`config.mk`:
```
export PLATFORM = sky130hd
export DESIGN_NAME = cmd_bus_rx
export DESIGN_NICKNAME = d
export VERILOG_FILES = /design/src/rtl/cmd_bus_pkg.sv /design/src/rtl/strobe_edge.sv /design/src/rtl/half_joiner.sv /design/src/rtl/width_ctrl.sv /design/src/rtl/cmd_bus_rx.sv
export SDC_FILE = /design/constraint.sdc
export NUM_CORES = 1
export LEC_CHECK = 0
export ABC_AREA = 1
export BUFFER_PORTS_ARGS = -buffer_cell sky130_fd_sc_hd__buf_2
export CORE_UTILIZATION = 42
export DETAILED_ROUTE_END_ITERATION = 10
export GPL_TIMING_DRIVEN = 0
export HOLD_SLACK_MARGIN = 0.06
export MAX_ROUTING_LAYER = met4
export PLACE_DENSITY = 0.63
export SLEW_MARGIN = 30
export SYNTH_ARGS = -nofsm -noshare
export SYNTH_HDL_FRONTEND = slang
export SYNTH_SLANG_ARGS = --single-unit
```
`constraint.sdc`:
```
create_clock -name clk -period 3 [get_ports clk]
set_clock_uncertainty 0.2 [all_clocks]
set_input_delay 0.6 -clock clk [delete_from_list [all_inputs] [get_ports clk]]
set_output_delay 0.6 -clock clk [all_outputs]
set_load 0.03 [all_outputs]
```
`src/rtl/cmd_bus_pkg.sv`:
```
package cmd_bus_pkg;
  localparam int BYTE_W   = 8;
  localparam int HALF_W   = BYTE_W / 2;
  localparam int WIDE_BIT = 4;
  localparam int CMD_BIT  = 5;

  typedef logic [BYTE_W-1:0] byte_t;
  typedef logic [HALF_W-1:0] half_t;

  function automatic half_t upper_half(input byte_t b);
    return b[BYTE_W-1 -: HALF_W];
  endfunction

  function automatic byte_t join_halves(input half_t hi, input half_t lo);
    return {hi, lo};
  endfunction

  function automatic logic is_width_cmd(input logic rs, input byte_t b);
    return !rs && (b[BYTE_W-1:CMD_BIT+1] == '0) && b[CMD_BIT];
  endfunction
endpackage

```
`src/rtl/strobe_edge.sv`:
```
module strobe_edge (
  input  logic clk,
  input  logic rst_n,
  input  logic en,
  output logic fall
);
  logic en_q;

  always_ff @(posedge clk) begin
    if (!rst_n) en_q <= 1'b0;
    else        en_q <= en;
  end

  assign fall = en_q & ~en;
endmodule

```
`src/rtl/half_joiner.sv`:
```
module half_joiner
  import cmd_bus_pkg::*;
(
  input  logic  clk,
  input  logic  rst_n,
  input  logic  take,
  input  logic  wide,
  input  logic  rs,
  input  byte_t d,
  output logic  done,
  output byte_t next_byte,
  output logic  phase,
  output logic  valid,
  output byte_t data,
  output logic  rs_q
);
  half_t hi_q;

  assign done      = take & (wide | phase);
  assign next_byte = wide ? d : join_halves(hi_q, upper_half(d));

  always_ff @(posedge clk) begin
    if (!rst_n) begin
      phase <= 1'b0;
      hi_q  <= '0;
      valid <= 1'b0;
      data  <= '0;
      rs_q  <= 1'b0;
    end else begin
      valid <= done;
      if (done) begin
        data  <= next_byte;
        rs_q  <= rs;
        phase <= 1'b0;
      end else if (take) begin
        hi_q  <= upper_half(d);
        phase <= 1'b1;
      end
    end
  end
endmodule

```
`src/rtl/width_ctrl.sv`:
```
module width_ctrl
  import cmd_bus_pkg::*;
(
  input  logic  clk,
  input  logic  rst_n,
  input  logic  done,
  input  logic  rs,
  input  byte_t next_byte,
  output logic  wide
);
  always_ff @(posedge clk) begin
    if (!rst_n)
      wide <= 1'b1;
    else if (done && is_width_cmd(rs, next_byte))
      wide <= next_byte[WIDE_BIT];
  end
endmodule

```
`src/rtl/cmd_bus_rx.sv`:
```
module cmd_bus_rx
  import cmd_bus_pkg::*;
(
  input  logic              clk,
  input  logic              rst_n,
  input  logic              bus_rs,
  input  logic              bus_en,
  input  logic [BYTE_W-1:0] bus_d,
  output logic              out_valid,
  output logic [BYTE_W-1:0] out_byte,
  output logic              out_rs
);
  logic  take;
  logic  done;
  logic  phase;
  logic  wide;
  byte_t next_byte;

  strobe_edge u_edge (
    .clk  (clk),
    .rst_n(rst_n),
    .en   (bus_en),
    .fall (take)
  );

  half_joiner u_join (
    .clk      (clk),
    .rst_n    (rst_n),
    .take     (take),
    .wide     (wide),
    .rs       (bus_rs),
    .d        (bus_d),
    .done     (done),
    .next_byte(next_byte),
    .phase    (phase),
    .valid    (out_valid),
    .data     (out_byte),
    .rs_q     (out_rs)
  );

  width_ctrl u_width (
    .clk      (clk),
    .rst_n    (rst_n),
    .done     (done),
    .rs       (bus_rs),
    .next_byte(next_byte),
    .wide     (wide)
  );
endmodule

```
==> results.sh <==
export IMPL_crit_fanout=2
export IMPL_r2r_start="u_width.wide"
export IMPL_drive_gt1_share_pct=33.3
export IMPL_cts_max_level=1
export IMPL_yosysWarnings=0
export IMPL_fin_area_sq_um=891
export IMPL_path_delay_family="flip-flops"
export IMPL_cts_buffers=3
export IMPL_path_cells="buf_2"
export IMPL_outcome="finished, final reports clean"
export IMPL_yosys_area_top_type_share_pct=46.1
export IMPL_die_h_um=43.9
export IMPL_start_util_pct=46.8
export IMPL_syn_to_final_growth_pct=20.7
export IMPL_async_flop_share_pct=0
export IMPL_yosysSeqAreaShare_pct=46.1
export IMPL_p_leak_nw=0.453
export IMPL_power_density_mw_per_mm2=454
export IMPL_rrSetupSlack_ns=1.63
export IMPL_slew_headroom_pct=79.3
export IMPL_num_vias=676
export IMPL_p_total_mw=0.404
export IMPL_worstPathArrival_ns=0.83
export IMPL_min_path_type="reg -> reg"
export IMPL_root_buffer="clkbuf_4"
export IMPL_cap_violations=0
export IMPL_mappedNetlistArea_sq_um=738
export IMPL_multi_input_area_sq_um=333
export IMPL_syn_avg_cell_area_sq_um=7.77
export IMPL_critPathMaxStageDelay_ns=0.35
export IMPL_grt_pass1_wl_um=2600
export IMPL_cts_setup_buffers=0
export IMPL_core_area_sq_mm=0.00158
export IMPL_maxSlewViolCount=0
export IMPL_synthTopCellsByArea="dfxtp_1, nand2_1, nand3_1, nor2_1, o21ai_0"
export IMPL_grt_max_degree=11
export IMPL_overflow=0
export IMPL_drc=0
export IMPL_die_area_sq_mm=0.00193
export IMPL_first_iter_violations=11
export IMPL_layout_cells_non_filler=136
export IMPL_critPathLaunchType="flop"
export IMPL_antenna_left=0
export IMPL_ios=22
export IMPL_hold_violations=0
export IMPL_insertion_delay_ns=0.29
export IMPL_place_hpwl_um=1140
export IMPL_nNetsFinal=133
export IMPL_worst_setup_path_end_kind="output pin"
export IMPL_r2r_cells=6
export IMPL_seq_area_sq_um=340
export IMPL_tightest_slew_ns=0.307
export IMPL_place_gp_congestion=0.778
export IMPL_r2r_end="u_join.hi_q[2]"
export IMPL_cts_tree="done"
export IMPL_final_setup_tns_ns=0
export IMPL_crit_type="reg -> out"
export IMPL_ys_flop_type="dfxtp_1"
export IMPL_clk_path_buf_depth=2
export IMPL_cp_required_ns=2.20
export IMPL_post_cts_resized=0
export IMPL_cp_endpoint="out_byte[1]"
export IMPL_diodes=0
export IMPL_nFillCells=164
export IMPL_synth_edf_count=0
export IMPL_slowest_stage="dfxtp_1"
export IMPL_fin_util_pct=56.5
export IMPL_num_rows=14
export IMPL_synth_nets=107
export IMPL_path_buf_inv=1
export IMPL_synth_ff_latch_count=17
export IMPL_ir_drop_v=0.000338
export IMPL_viasPerCell=4.97
export IMPL_yosysUniqueCellTypes=17
export IMPL_routed_wl_um=1450
export IMPL_min_period_over_period_pct=54.4
export IMPL_place_area_sq_um=863
export IMPL_routedWlPerCell_um=10.7
export IMPL_synth_cells=95
export IMPL_die_x_um=43.9
export IMPL_drt_pass1_iterations=6
export IMPL_setup_viol=0
export IMPL_ys_top_cells_by_count="dfxtp_1, nand2_1, nor2_1"
export IMPL_io_buffers=21
export IMPL_track_usage_pct=18.6
export IMPL_antenna_found_initial=0
export IMPL_crit_cells=1
export IMPL_postCtsHoldBufs=0
export IMPL_path_clk_slew_ns=0.09
export IMPL_critPathLaunch="u_join.data[1]"
export IMPL_fmax_mhz=612
export IMPL_synth_top_area_cell="dfxtp_1"
export IMPL_place_inst=132
export IMPL_rsz0062_at_grt="false"
export IMPL_min_period_ns=1.63
export IMPL_first_global_vias=633
export IMPL_cts_sinks=17
-- area by class of cell --
type                            instances  area share [%]
Multi-Input combinational cell         63            37.4
Sequential cell                        17            38.2
Inverter                               13            5.48
Tap cell                               16            2.25
Buffer                                  2            1.83
Timing Repair Buffer                   21            11.8
Clock inverter                          1           0.562
Clock buffer                            3            2.53
-- cells in the final DEF, fill, tap and decap left out, drive strengths merged --
cell,count
a211oi,1
a21oi,3
buf,23
clkbuf,3
clkinv,1
dfxtp,17
inv,13
nand2,19
nand3,11
nor2,15
o21ai,11
o31ai,3
-- power by group --
group          switching (mW)  total (mW)  internal (mW)  leakage, nW
Clock                  0.0712       0.121         0.0496       0.0177
Combinational          0.0322      0.0487         0.0165        0.297
Sequential            0.00298       0.235          0.232        0.138
Total                   0.106       0.404          0.298        0.453
-- worst min-delay path by stage --
stage	from	endpoint	slack, ns	cells past startpoint
after CTS	u_join.hi_q[2]	u_join.hi_q[2]	0.26	2
after floorplan	u_join.hi_q[0]	u_join.hi_q[0]	0.22	2
after detailed placement	u_join.hi_q[2]	u_join.hi_q[2]	0.25	2
after global routing	u_join.hi_q[2]	u_join.hi_q[2]	0.27	2
final	u_join.hi_q[2]	u_join.hi_q[2]	0.27	2
after global placement	u_join.hi_q[2]	u_join.hi_q[2]	0.24	2
-- registers in the layout, indices dropped and copies added (netlist names) --
signal / cells
u_join.data: 8
u_join.hi_q: 4
u_edge.en_q: 1
u_join.phase: 1
u_join.rs_q: 1
u_join.valid: 1
u_width.wide: 1
-- routing by layer --
layer / part of all wire, % / vias to the layer above / routed length [um] / global-route usage (%)
met5: 0 / - / 0 / -
met4: 0 / 0 / 0 / 3.64
met3: 5.0 / 0 / 73 / 6.25
met2: 46 / 18 / 662 / 26.9
met1: 49 / 304 / 716 / 25.3
li1: - / 354 / - / -
-- tightest hold or removal path, cell delays in order (launching register included) --
cell     delay, ns
dfxtp_1       0.31
inv_1         0.06
a21oi_1       0.06
-- metrics by stage --
step	worst slack (ns)	hold WS [ns]
3_3_place_gp	1.30	0.244
6_report	1.37	0.269
2_1_floorplan	1.53	0.224
3_5_place_dp	1.29	0.251
4_1_cts	1.36	0.263
5_1_grt	1.33	0.273
-- kinds of logic after synthesis --
logic type      count (synthesis)  share of synthesized area [%]
flops                          17                           46.1
buf+inv                        15                           8.81
simple gates                   45                           29.5
compound gates                 18                           15.6
No activity file was read; power rests on OpenSTA's default activity.
